## src/rtl/twdg_pkg.sv

```systemverilog
package twdg_pkg;
   localparam int KW    = 5;
   localparam int DIVW  = 15;
   localparam int NTMR  = 2;

   typedef enum logic [1:0] {
      WM_FREE = 2'd0,
      WM_IRQ  = 2'd1,
      WM_RST  = 2'd2,
      WM_OFF  = 2'd3
   } wmode_e;

   typedef struct packed {
      logic [KW-1:0] kbits;
      logic          flag;
      wmode_e        mode;
   } tmr_field_t;

   typedef struct packed {
      logic                  bk_sel;
      logic [DIVW-1:0]       bk_div;
      tmr_field_t [NTMR-1:0] tmr;
   } ctl_word_t;
endpackage

```

## src/rtl/twdg_tick_src.sv

```systemverilog
module twdg_tick_src #(
   parameter int SYNC_STAGES = 2,
   parameter int DIVW        = 15
) (
   input  logic            clk,
   input  logic            rst_n,
   input  logic            lf_clk_i,
   input  logic            use_backup,
   input  logic [DIVW-1:0] div_val,
   output logic            tick
);
   logic [SYNC_STAGES-1:0] sync_q;
   logic                   seen_q;
   logic                   ext_tick;
   logic [DIVW-1:0]        div_q;
   logic                   div_hit;

   // synchroniser chain, one flop per stage
   for (genvar s = 0; s < SYNC_STAGES; s++) begin : g_sync
      if (s == 0) begin : g_first
         always_ff @(posedge clk or negedge rst_n) begin
            if (!rst_n) sync_q[0] <= 1'b0;
            else        sync_q[0] <= lf_clk_i;
         end
      end else begin : g_next
         always_ff @(posedge clk or negedge rst_n) begin
            if (!rst_n) sync_q[s] <= 1'b0;
            else        sync_q[s] <= sync_q[s-1];
         end
      end
   end

   always_ff @(posedge clk or negedge rst_n) begin
      if (!rst_n) seen_q <= 1'b0;
      else        seen_q <= sync_q[SYNC_STAGES-1];
   end

   assign ext_tick = sync_q[SYNC_STAGES-1] & ~seen_q;

   // fallback divider: period of div_val+1 clocks
   assign div_hit = (div_q == div_val);

   always_ff @(posedge clk or negedge rst_n) begin
      if (!rst_n)           div_q <= '0;
      else if (!use_backup) div_q <= '0;
      else if (div_hit)     div_q <= '0;
      else                  div_q <= div_q + 1'b1;
   end

   assign tick = use_backup ? div_hit : ext_tick;
endmodule

```

## src/rtl/twdg_timer.sv

```systemverilog
module twdg_timer
   import twdg_pkg::*;
#(
   parameter int CNT_W = 32
) (
   input  logic          clk,
   input  logic          rst_n,
   input  logic          tick,
   input  logic          reload,
   input  wmode_e        mode,
   input  logic [KW-1:0] kbits,
   output logic          hit
);
   logic [CNT_W-1:0] cnt_q;
   logic [CNT_W-1:0] cnt_dec;
   logic [CNT_W-1:0] lim_mask;
   logic             run;

   assign run      = tick && (mode != WM_OFF) && !reload;
   assign cnt_dec  = cnt_q - 1'b1;
   assign lim_mask = ~({CNT_W{1'b1}} << kbits);
   assign hit      = run && ((cnt_dec & lim_mask) == '0);

   always_ff @(posedge clk or negedge rst_n) begin
      if (!rst_n)      cnt_q <= '1;
      else if (reload) cnt_q <= '1;
      else if (run)    cnt_q <= cnt_dec;
   end
endmodule

```

## src/rtl/twdg_regs.sv

```systemverilog
module twdg_regs
   import twdg_pkg::*;
#(
   parameter int DIV_RST = 1
) (
   input  logic            clk,
   input  logic            rst_n,
   input  logic            wr_en,
   input  logic            wr_lock,
   input  logic [31:0]     wr_data,
   input  logic [NTMR-1:0] hit,
   output ctl_word_t       ctl,
   output logic            reload
);
   ctl_word_t ctl_q;
   ctl_word_t wd;
   logic      wr_ok;

   assign wd     = ctl_word_t'(wr_data);
   assign wr_ok  = wr_en & ~wr_lock;
   assign reload = wr_ok;
   assign ctl    = ctl_q;

   always_ff @(posedge clk or negedge rst_n) begin
      if (!rst_n) begin
         ctl_q.bk_sel <= 1'b0;
         ctl_q.bk_div <= DIVW'(DIV_RST);
         for (int i = 0; i < NTMR; i++) begin
            ctl_q.tmr[i].kbits <= '0;
            ctl_q.tmr[i].flag  <= 1'b0;
            ctl_q.tmr[i].mode  <= WM_OFF;
         end
      end else begin
         if (wr_ok) begin
            ctl_q.bk_sel <= ctl_q.bk_sel | wd.bk_sel;
            if (!ctl_q.bk_sel) ctl_q.bk_div <= wd.bk_div;
         end
         for (int i = 0; i < NTMR; i++) begin
            if (wr_ok) begin
               ctl_q.tmr[i].kbits <= wd.tmr[i].kbits;
               ctl_q.tmr[i].mode  <= wd.tmr[i].mode;
               ctl_q.tmr[i].flag  <= ctl_q.tmr[i].flag & ~wd.tmr[i].flag;
            end else if (hit[i] && ctl_q.tmr[i].mode == WM_IRQ) begin
               ctl_q.tmr[i].flag  <= 1'b1;
            end
         end
      end
   end
endmodule

```

## src/rtl/twin_wdog.sv

```systemverilog
module twin_wdog
   import twdg_pkg::*;
#(
   parameter int CNT_W       = 32,
   parameter int SYNC_STAGES = 2,
   parameter int DIV_RST     = 1
) (
   input  logic        clk,
   input  logic        rst_n,
   input  logic        lf_clk_i,
   input  logic        wr_en,
   input  logic        wr_lock,
   input  logic [31:0] wr_data,
   output logic [31:0] rd_data,
   output logic [1:0]  irq_o,
   output logic        rst_req_o
);
   localparam int KMAX = (1 << KW) - 1;

   if (CNT_W < KMAX) begin : g_bad_cnt
      $error("CNT_W must cover the widest limit field");
   end
   if (SYNC_STAGES < 2) begin : g_bad_sync
      $error("SYNC_STAGES must be at least 2");
   end
   if (DIV_RST < 0 || DIV_RST >= (1 << DIVW)) begin : g_bad_div
      $error("DIV_RST does not fit the divider field");
   end

   ctl_word_t       ctl;
   logic            reload;
   logic            tick;
   logic [NTMR-1:0] hit;
   logic [NTMR-1:0] rst_hit;
   logic            rst_req_q;

   twdg_regs #(.DIV_RST(DIV_RST)) u_regs (
      .clk     (clk),
      .rst_n   (rst_n),
      .wr_en   (wr_en),
      .wr_lock (wr_lock),
      .wr_data (wr_data),
      .hit     (hit),
      .ctl     (ctl),
      .reload  (reload)
   );

   twdg_tick_src #(.SYNC_STAGES(SYNC_STAGES), .DIVW(DIVW)) u_tick (
      .clk        (clk),
      .rst_n      (rst_n),
      .lf_clk_i   (lf_clk_i),
      .use_backup (ctl.bk_sel),
      .div_val    (ctl.bk_div),
      .tick       (tick)
   );

   for (genvar t = 0; t < NTMR; t++) begin : g_tmr
      twdg_timer #(.CNT_W(CNT_W)) u_tmr (
         .clk    (clk),
         .rst_n  (rst_n),
         .tick   (tick),
         .reload (reload),
         .mode   (ctl.tmr[t].mode),
         .kbits  (ctl.tmr[t].kbits),
         .hit    (hit[t])
      );
      assign rst_hit[t] = hit[t] && (ctl.tmr[t].mode == WM_RST);
      assign irq_o[t]   = ctl.tmr[t].flag;
   end

   always_ff @(posedge clk or negedge rst_n) begin
      if (!rst_n) rst_req_q <= 1'b0;
      else        rst_req_q <= |rst_hit;
   end

   assign rst_req_o = rst_req_q;
   assign rd_data   = ctl;
endmodule

```

## config.mk

```make
export PLATFORM = sky130hd
export DESIGN_NAME = twin_wdog
export DESIGN_NICKNAME = d
export VERILOG_FILES = /design/src/rtl/twdg_pkg.sv /design/src/rtl/twdg_tick_src.sv /design/src/rtl/twdg_timer.sv /design/src/rtl/twdg_regs.sv /design/src/rtl/twin_wdog.sv
export SDC_FILE = /design/constraint.sdc
export NUM_CORES = 1
export LEC_CHECK = 0
export BUFFER_PORTS_ARGS = -buffer_cell sky130_fd_sc_hd__buf_2
export CORE_AREA = 2 2 123 125
export CTS_BUF_LIST = sky130_fd_sc_hd__clkbuf_8 sky130_fd_sc_hd__clkbuf_16
export DETAILED_ROUTE_END_ITERATION = 8
export DIE_AREA = 0 0 125 127
export PLACE_DENSITY = 0.73
export SYNTH_ARGS = -nofsm -noshare
export SYNTH_HDL_FRONTEND = slang
export SYNTH_SLANG_ARGS = --single-unit
export TNS_END_PERCENT = 50
```

## constraint.sdc

```tcl
create_clock -name clk -period 3.6 [get_ports clk]
set_input_delay 0.9 -clock clk [delete_from_list [all_inputs] [get_ports clk]]
set_output_delay 0.9 -clock clk [all_outputs]
set_load 0.1 [all_outputs]
```

==> summary.md, run 1 <==
| Metric | Value |
|---|---|
| WP data arrival | 3710 ps |
| Die width | 125 um |
| Port Buf Inserts | 71 |
| Placer Congestion | 0.932 |
| First-pass GRT wire length | 31.8 mm |
| Root buf cell | clkbuf_16 |
| Worst-Skew Late Latency | 420 ps |
| Status | complete, no violations |
| Worst-path clk slew | 50 ps |
| Total power | 0.00454 W |
| Via density | 5.95 |
| EDFF count, synth | 0 |
| CP Capture Type | flip-flop |
| Crit path time final | 3370 ps |
| Psw | 0.00158 W |
| Die Y | 127 um |
| Num rows | 44 |
| Ys Warns | 0 |
| Net Sw Frac | 34.8% |
| Area growth, synth to finish | 17.2% |
| Inst Count DP | 1058 |
| Grt total ovfl | 0 |
| Worst slew pin tran | 663 ps |
| Initial antenna violation count | 1 |
| Number of buffers created by CTS | 17 |
| Vias in the first global route | 6318 |
| Max Slew Vio Count | 0 |
| Crit share post-route | 93.5% |
| Final ANT Viol Nets | 0 |
| Final hold slack | 352 ps |
| Initial core utilization | 49.8% |
| Primary FF master, synth | dfstp_2 |
| Htree depth | 4 |
| Library cells used by synthesis | 66 |
| Fraction of power consumed by combinational cells | 24.1% |
| Drt pass-1 iters | 5 |
| Peak fanout along the critical path | 8 |
| Placeable core region | 14400 um^2 |
| Fmax achieved | 0.297 GHz |
| Final hold vios | 0 |
| CP Class | flip-flop to flip-flop |
| TritonCTS clock tree | yes |
| Max-Cap Viols | 0 |
| PD cells | 539 nW/um^2 |
| TritonCTS Sinks | 113 |
| Clock Power Share | 41.3% |
| Internal power | 0.00296 W |
| Die ar. | 15900 um^2 |
| Hold Path Class | flip-flop to flip-flop |
| Placement Setup Slack | 207 ps |
| Synth async-reset ratio | 100% |
| Post-DP HPWL | 12.8 mm |
| Nets | 933 |
| Unrepaired setup endpoints after global routing | false |
| Cells after Synth | 839 |
| Ports | 72 |
| DRC violations left | 0 |
| Finished Layout Cells | 1091 |
| Fin Clk Skew | 9.56 ps |
| Vias | 6488 |
| Postcts setup bufs | 0 |
| Worst Setup Start Kind | flip-flop |
| Post-synthesis register bit count | 113 |
| Clk buf depth | 2 |
| Max_slew headroom | 55.2% |
| Sequential fraction of the synthesis area | 40.5% |
| Mean Syn Cell Area | 8.57 um^2 |
| Initial drt markers | 528 |
| Leak pwr | 3.30 nW |
| Total nets after synthesis | 879 |
| Maximum vdd drop | 0.314 mV |
| Reg power frac | 34.6% |
| Wirelength per Cell | 17.0 um |
| Setup TNS | 0 ps |
| Total GRT Usage | 24.4% |
| Fraction of layout cells with a size suffix above 1 | 26.8% |
| Post-Route WL | 18.6 mm |
| Req. time, crit path | 3940 ps |
| Largest net degree at the start of global routing | 47 |
| Final setup fails | 0 |
| Synthesized area | 7190 um^2 |
| Fin worst setup slack | 235 ps |
Yosys cell counts, types with 6 or more instances:
cell type	instances	share of area, %
xor2_1	52	6.3
or4_1	12	1.3
o21ai_0	28	1.9
dfrtp_1	46	16
a21oi_1	63	4.4
and2_1	6	0.52
or2_2	11	0.96
clkbuf_1	57	3.0
mux2_2	17	2.7
inv_1	12	0.63
o31ai_1	7	0.73
a31oi_1	17	1.5
nand3_1	27	1.9
nand2b_1	11	0.96
and3_1	21	1.8
nor4_1	25	2.2
nor3_1	53	3.7
o22ai_1	7	0.61
dfstp_2	67	24
nor2_1	73	3.8
nand2_1	84	4.4
nand4_1	14	1.2
xnor2_1	27	3.3
a21o_1	7	0.73
or3_1	23	2.0
through the flow:
stage,utilization [%],instance area [um^2]
after global placement,53.7,7750
after CTS,58.3,8420
after floorplan,-,7190
after global routing,58.4,8420
final,58.4,8420
after detailed placement,53.7,7750
critical path, stage by stage, from the launching register on:
cell and delay [ps]:
dfstp_2 390, inv_1 100, ha_1 180, or4b_1 500, buf_4 190, or3_1 460, or4_1 490, xor2_1 160
o22a_1 140, nand4_1 150, or3b_1 420, o21ai_2 110
power by group through the flow:
stage                     Clock (W)  Combinational [W]  Sequential (W)
final                       0.00187            0.00110         0.00157
after global routing        0.00197            0.00116         0.00159
after CTS                   0.00191            0.00110         0.00157
after detailed placement          0            0.00109         0.00158
after global placement            0            0.00108         0.00158
after floorplan                   0           0.000376         0.00206
metal layers:
layer,wire length [um],vias to the layer above,part of all wire (%),track usage (%)
met2,9040,195,49,39.7
met3,902,32,4.9,4.94
met1,8260,3130,45,32.5
li1,-,3131,-,-
met4,357,0,1.9,8.76
met5,0,-,0,0
cell type report:
| type | count | area, um^2 |
|---|---|---|
| clock buffer | 21 | 480 |
| multi-input combinational | 651 | 4000 |
| tap | 184 | 230 |
| clock inverter | 11 | 183 |
| fill | 1279 | 6000 |
| antenna | 1 | 2.50 |
| timing repair buffer | 98 | 573 |
| inverter | 12 | 45.0 |
| sequential | 113 | 2910 |
final timing paths:
path	start	endpoint	slack, ps	cells past startpoint
min in group asynchronous	rst_n	u_regs.ctl[13]	490	1
max in group asynchronous	rst_n	g_tmr[1].u_tmr.cnt_q[24]	2350	2
min	u_tick.sync_q[0]	u_tick.sync_q[1]	350	0
max reg2reg	g_tmr[1].u_tmr.cnt_q[0]	u_regs.ctl[10]	230	11
max	g_tmr[1].u_tmr.cnt_q[0]	u_regs.ctl[10]	230	11
min reg2reg	u_tick.sync_q[0]	u_tick.sync_q[1]	350	0
cell families after synthesis:
logic type / count (synthesis) / share of synthesized area [%]
AO/OA/AOI/OAI: 171 / 15.1
AND/OR/NAND/NOR: 379 / 27.2
multiplexers: 19 / 2.94
adder cells (fa/ha/maj): 3 / 0.522
XOR/XNOR: 79 / 9.63
buffers and inverters: 75 / 4.19
flip-flops: 113 / 40.5
cell usage in the layout, fill, tap and decap left out, types with 4 or more instances in the layout:
cell       instances
nor3_1            53
o211ai_1           4
nand2_1           84
o31ai_1            7
buf_2             70
a21oi_1           62
buf_4             27
or2_2             11
bufinv_16          5
nor2_1            72
xor2_1            52
and3_1            21
a21o_1             7
clkbuf_16         17
dfstp_2           67
nand2b_1          10
and2_1             6
o22ai_1            7
mux2_2            17
inv_1             13
a31oi_1           16
o21ai_0           28
nor4_1            24
o21ba_2            4
nor4_2             4
clkbuf_8           4
dfrtp_1           46
nand3_1           27
clkinv_2           4
nand4_1           14
nand4b_1           4
or3_1             23
xnor2_1           27
or4_1             12
what timing repair did:
| item | CTS | global route |
|---|---|---|
| endpoints found under the setup margin | 0 | 2 |
| gates resized for setup | 0 | 1 |
| hold buffers | 0 | 0 |
flip-flops by register name, summed over array words and instances, names as in the netlist:
signal,count
g_tmr.u_tmr.cnt_q,62
rst_req_o,1
u_regs.ctl,32
u_tick.div_q,15
u_tick.seen_q,1
u_tick.sync_q,2
(Power assumes the default switching activity.)
==> run 2, diff against run 1 <==
PLACE_DENSITY = 0.69   (was 0.73)
==> run 2 against run 1 <==
Fmax fell by 0.69%; register-to-register slack worse by 20 ps; combinational power hardly changed; core utilization fell by 0.80 points; worst setup slack got worse by 23 ps; worst hold slack lost 7.6 ps; largest cell class unchanged; highest routed layer unchanged.
==> summary.md, run 2 (synthesis results as in run 1) <==
| Metric | Value |
|---|---|
| Maximum vdd drop | 0.393 mV |
| DRC violations left | 0 |
| Final hold vios | 0 |
| WP data arrival | 3730 ps |
| CP Capture Type | flip-flop |
| Worst hold start | u_tick.sync_q[0] |
| Post-Route WL | 18.3 mm |
| Die Y | 127 um |
| Number of buffers created by CTS | 17 |
| Via density | 5.90 |
| Initial core utilization | 49.8% |
| Fin worst setup slack | 211 ps |
| Initial drt markers | 710 |
| Max Slew Vio Count | 0 |
| Ports | 72 |
| Antenna cells | 0 |
| Crit-path slowest cell | or4_4 |
| Drt pass-1 iters | 5 |
| Placement Setup Slack | 247 ps |
| Hold Path Class | flip-flop to flip-flop |
| Largest register FFs | 62 |
| Fin util | 57.6% |
| Post-CTS sizing | 0 |
| Total GRT Usage | 23.7% |
| Post-CTS Hold Buffers | 0 |
| Req. time, crit path | 3940 ps |
| Placeable core region | 14400 um^2 |
| Fraction of layout cells with a size suffix above 1 | 26.2% |
| Post-DP HPWL | 12.5 mm |
| Grt total ovfl | 0 |
| Crit path time final | 3390 ps |
| Final setup fails | 0 |
| Root buf cell | clkbuf_16 |
| Crit share post-route | 94.1% |
| Reg-to-reg endpoint | u_regs.ctl[10] |
| Leak pwr | 3.24 nW |
| Unrepaired setup endpoints after global routing | false |
| Worst hold stages | 0 |
| Postcts setup bufs | 0 |
| TritonCTS clock tree | yes |
| Die width | 125 um |
| Status | complete, no violations |
| Commonest non-fill, non-tap cells in the layout | nand2_1, nor2_1, buf_2, dfstp_2, a21oi_1 |
| Hold EP | u_tick.sync_q[1] |
| Worst Setup Start Kind | flip-flop |
| Crit-path max cell delay | 530 ps |
| Initial antenna violation count | 0 |
| Final hold slack | 345 ps |
| Port Buf Inserts | 71 |
| Nets | 930 |
| Max_slew headroom | 46.5% |
| Wirelength per Cell | 16.8 um |
| TritonCTS Sinks | 113 |
| Peak fanout along the critical path | 5 |
| Vias in the first global route | 6153 |
| Clk buf depth | 2 |
| Die ar. | 15900 um^2 |
| Register-to-register setup slack | 210 ps |
| Worst-path clk slew | 50 ps |
| Layout fillers | 1301 |
| Commonest non-fill, non-tap cell in the layout | nand2_1 |
| Bufs and invs on worst path | 1 |
| Most flops, register | g_tmr.u_tmr.cnt_q |
| Num rows | 44 |
| Placer Congestion | 0.905 |
| Fin Clk Skew | 7.83 ps |
| Crit-path cells | inv_1 > ha_1 > or4b_1 > or4_4 > nor4_1 > mux2_2 > a211oi_1 > nand4_1 > or3b_1 > o21ai_2 |
| Largest net degree at the start of global routing | 63 |
| Area growth, synth to finish | 15.6% |
| Crit Reg-Reg Startpoint | g_tmr[1].u_tmr.cnt_q[0] |
| Setup TNS | 0 ps |
| Worst slew pin tran | 802 ps |
| PD cells | 518 nW/um^2 |
| CP Class | flip-flop to flip-flop |
| First-pass GRT wire length | 30.8 mm |
| Vias | 6409 |
| Htree depth | 4 |
| Worst-Skew Late Latency | 410 ps |
| Max-Cap Viols | 0 |
| Final ANT Viol Nets | 0 |
| Reg2reg path depth | 10 |
| Top delay family on crit path | simple AND/OR/NAND/NOR gates |
| Fmax achieved | 0.295 GHz |
run 2: layout make-up:
class / count / area [um^2] / area share (%)
Sequential cell: 113 / 2910 / 35.0
Timing Repair Buffer: 95 / 551 / 6.63
Clock buffer: 18 / 439 / 5.29
Tap cell: 184 / 230 / 2.77
Clock inverter: 14 / 143 / 1.72
Inverter: 12 / 45.0 / 0.542
Multi-Input combinational cell: 651 / 3990 / 48.0
run 2: worst max-delay path by stage:
stage | to | startpoint | depth (start not counted) | slack [ps]
2_1_floorplan | u_regs.ctl[10] | g_tmr[1].u_tmr.cnt_q[0] | 11 | 240
3_3_place_gp | u_regs.ctl[10] | g_tmr[1].u_tmr.cnt_q[0] | 10 | 350
3_5_place_dp | u_regs.ctl[10] | g_tmr[1].u_tmr.cnt_q[0] | 10 | 250
4_1_cts | u_regs.ctl[10] | g_tmr[1].u_tmr.cnt_q[0] | 10 | 250
5_1_grt | rst_req_o | g_tmr[1].u_tmr.cnt_q[0] | 10 | 40
6_report | u_regs.ctl[10] | g_tmr[1].u_tmr.cnt_q[0] | 10 | 210
run 2: stage by stage:
stage | instances | total power (W) | instance area (um^2)
after global placement | 1055 | 0.00266 | 7730
after detailed placement | 1055 | 0.00267 | 7730
final | 1087 | 0.00431 | 8310
after global routing | 1087 | 0.00449 | 8310
after floorplan | 839 | 0.00243 | 7190
after CTS | 1087 | 0.00435 | 8310
run 2: power breakdown:
group / internal [W] / switching (W)
clock: 0.00103 / 0.000611
sequential: 0.00140 / 0.000169
combinational: 0.000271 / 0.000828
run 2: metal layers:
metal	part of all wire, %	up-vias	GRT usage (%)
met4	1.6	0	8.30
met2	46	164	37.0
li1	-	3148	-
met1	48	3071	32.8
met5	0	-	0
met3	4.3	26	5.53
==> run 3, diff against run 2 <==
CORE_AREA = 2 2 113 115   (was 2 2 123 125)
DIE_AREA = 0 0 115 117   (was 0 0 125 127)
PLACE_DENSITY = 0.8   (was 0.69)
==> run 3 against run 2 <==
Clock skew down 1.2 ps; first-iteration DRC count down 11%; power up 5.6%; sequential cell count unchanged; combinational power about the same; final cell count down 3.4%; clock power up 15%; global-route usage up 4.2 points; die area down 15%; routed wire length down 1.2%.
==> summary.md, run 3 (synthesis results as in run 1) <==
| Metric | Value |
|---|---|
| Status | complete, no violations |
| Reg power frac | 34.6% |
| Grt total ovfl | 0 |
| Commonest non-fill, non-tap cell in the layout | nand2_1 |
| Met2 usage | 43.4% |
| Leak pwr | 3.25 nW |
| Via density | 6.20 |
| Initial core utilization | 58.4% |
| Setup TNS | 0 ps |
| Die width | 115 um |
| Fin Clk Skew | 6.65 ps |
| PD cells | 546 nW/um^2 |
| Initial antenna violation count | 0 |
| Nets | 927 |
| Psw | 0.00162 W |
| Drt pass-1 iters | 5 |
| Placement Setup Slack | 306 ps |
| Vias in the first global route | 6019 |
| Clk buf depth | 2 |
| Worst slew pin tran | 801 ps |
| Grt met1 use | 38.2% |
| Root buf cell | clkbuf_16 |
| Placer Congestion | 0.949 |
| Total GRT Usage | 27.9% |
| Max_slew headroom | 46.6% |
| Antenna cells | 0 |
| Num rows | 41 |
| Fmax achieved | 0.299 GHz |
| Unrepaired setup endpoints after global routing | false |
| Area growth, synth to finish | 15.8% |
| Hold Path Class | flip-flop to flip-flop |
| Placeable core region | 12300 um^2 |
| Net Sw Frac | 35.6% |
| Maximum vdd drop | 0.293 mV |
| Htree depth | 4 |
| TritonCTS Sinks | 113 |
| Worst-Skew Late Latency | 430 ps |
| Vias | 6514 |
| Crit Reg-Reg Startpoint | g_tmr[1].u_tmr.cnt_q[0] |
| Commonest non-fill, non-tap cells in the layout | nand2_1, nor2_1, buf_2, dfstp_2, a21oi_1 |
| Crit share post-route | 92.9% |
| Reg-to-reg endpoint | u_regs.ctl[10] |
| TritonCTS clock tree | yes |
| Max Slew Vio Count | 0 |
| Die Y | 117 um |
| Post-Route WL | 18.1 mm |
| WP data arrival | 3700 ps |
| Clock Power Share | 41.3% |
| Crit path time final | 3340 ps |
| Worst hold start | u_tick.sync_q[0] |
| Fin worst setup slack | 257 ps |
| Final ANT Viol Nets | 0 |
| Port Buf Inserts | 71 |
| Most used routing layer | met2 |
| Most flops, register | g_tmr.u_tmr.cnt_q |
| Worst Setup Start Kind | flip-flop |
| Post-DP HPWL | 12.0 mm |
| Postcts setup bufs | 0 |
| Worst-path clk slew | 60 ps |
| Fraction of power consumed by combinational cells | 24.0% |
| Final hold vios | 0 |
| GR Layer Usage met3 | 6.28% |
| Number of buffers created by CTS | 17 |
| Register area | 2910 um^2 |
| Max-Cap Viols | 0 |
| Layout fillers | 994 |
| Fraction of layout cells with a size suffix above 1 | 26.0% |
| Peak fanout along the critical path | 5 |
| CP Capture Type | flip-flop |
| Req. time, crit path | 3960 ps |
| Placed inst area | 7660 um^2 |
| Post-CTS sizing | 0 |
| Die ar. | 13500 um^2 |
| CP Class | flip-flop to flip-flop |
| Wirelength per Cell | 17.2 um |
| Largest net degree at the start of global routing | 65 |
| Largest register FFs | 62 |
| Reg2reg path depth | 10 |
| Critical path origin | g_tmr[1].u_tmr.cnt_q[0] |
| Final Cell Area | 8320 um^2 |
| Worst setup path endpoint | u_regs.ctl[10] |
| Multi-input logic area | 3990 um^2 |
| Initial drt markers | 635 |
| Ports | 72 |
| First-pass GRT wire length | 29.6 mm |
| Post-CTS Hold Buffers | 0 |
| Final setup fails | 0 |
| DRC violations left | 0 |
| Register-to-register setup slack | 260 ps |
| Internal power | 0.00293 W |
run 3: changes by cell type in the layout (fill, tap and decap cells not counted):
cell / before / now
buf_4: 24 / 21
clkinv_4: 2 / 1
nor2b_1: 1 / 2
inv_6: 2 / 0
bufinv_16: 2 / 5
inv_1: 14 / 13
clkbuf_8: 1 / 2
nor2b_2: 1 / 0
clkinv_2: 2 / 1
inv_8: 0 / 1
run 3: worst min-delay path by stage:
stage / endpoint / cells after the start
after floorplan: u_tick.sync_q[1] / 0
after detailed placement: u_tick.sync_q[1] / 0
final: u_tick.sync_q[1] / 0
after global placement: u_tick.sync_q[1] / 0
after CTS: u_tick.sync_q[1] / 0
after global routing: u_tick.sync_q[1] / 0
run 3: critical path: stages, from the launching register on:
cell and delay (ps):
dfstp_2 380, inv_1 90, ha_1 160, or4b_1 470
or4_4 530, nor4_1 410, mux2_2 380, a211oi_1 170
nand4_1 160, or3b_1 420, o21ai_2 110
run 3: power by group through the flow:
stage / sequential, W / combinational, W / clock [W]
after detailed placement: 0.00159 / 0.00108 / 0
after CTS: 0.00157 / 0.00109 / 0.00190
after global routing: 0.00159 / 0.00115 / 0.00196
final: 0.00158 / 0.00109 / 0.00188
after floorplan: 0.00206 / 0.000376 / 0
after global placement: 0.00158 / 0.00107 / 0
run 3: layout make-up:
cell class	instances	share of cell area, %
Clock buffer	19	5.44
Clock inverter	13	2.51
Inverter	12	0.541
Multi-Input combinational cell	651	47.9
Sequential cell	113	35.0
Tap cell	150	2.26
Timing Repair Buffer	92	6.34
run 3: per-layer routing:
metal  part of all wire [%]  wire length [um]
met1                     46              8250
met2                     47              8470
met3                    5.3               953
met4                    2.3               410
met5                      0                 0
run 3: metrics by stage:
| stage | power [W] | hold slack (ps) | cells | utilization (%) |
|---|---|---|---|---|
| global placement | 0.00265 | 346 | 1018 | 62.2 |
| CTS | 0.00456 | 350 | 1050 | 67.6 |
| finish | 0.00455 | 348 | 1050 | 67.6 |
| global route | 0.00470 | 372 | 1050 | 67.6 |
| floorplan | 0.00243 | 331 | 839 | - |
| detailed placement | 0.00267 | 340 | 1018 | 62.2 |
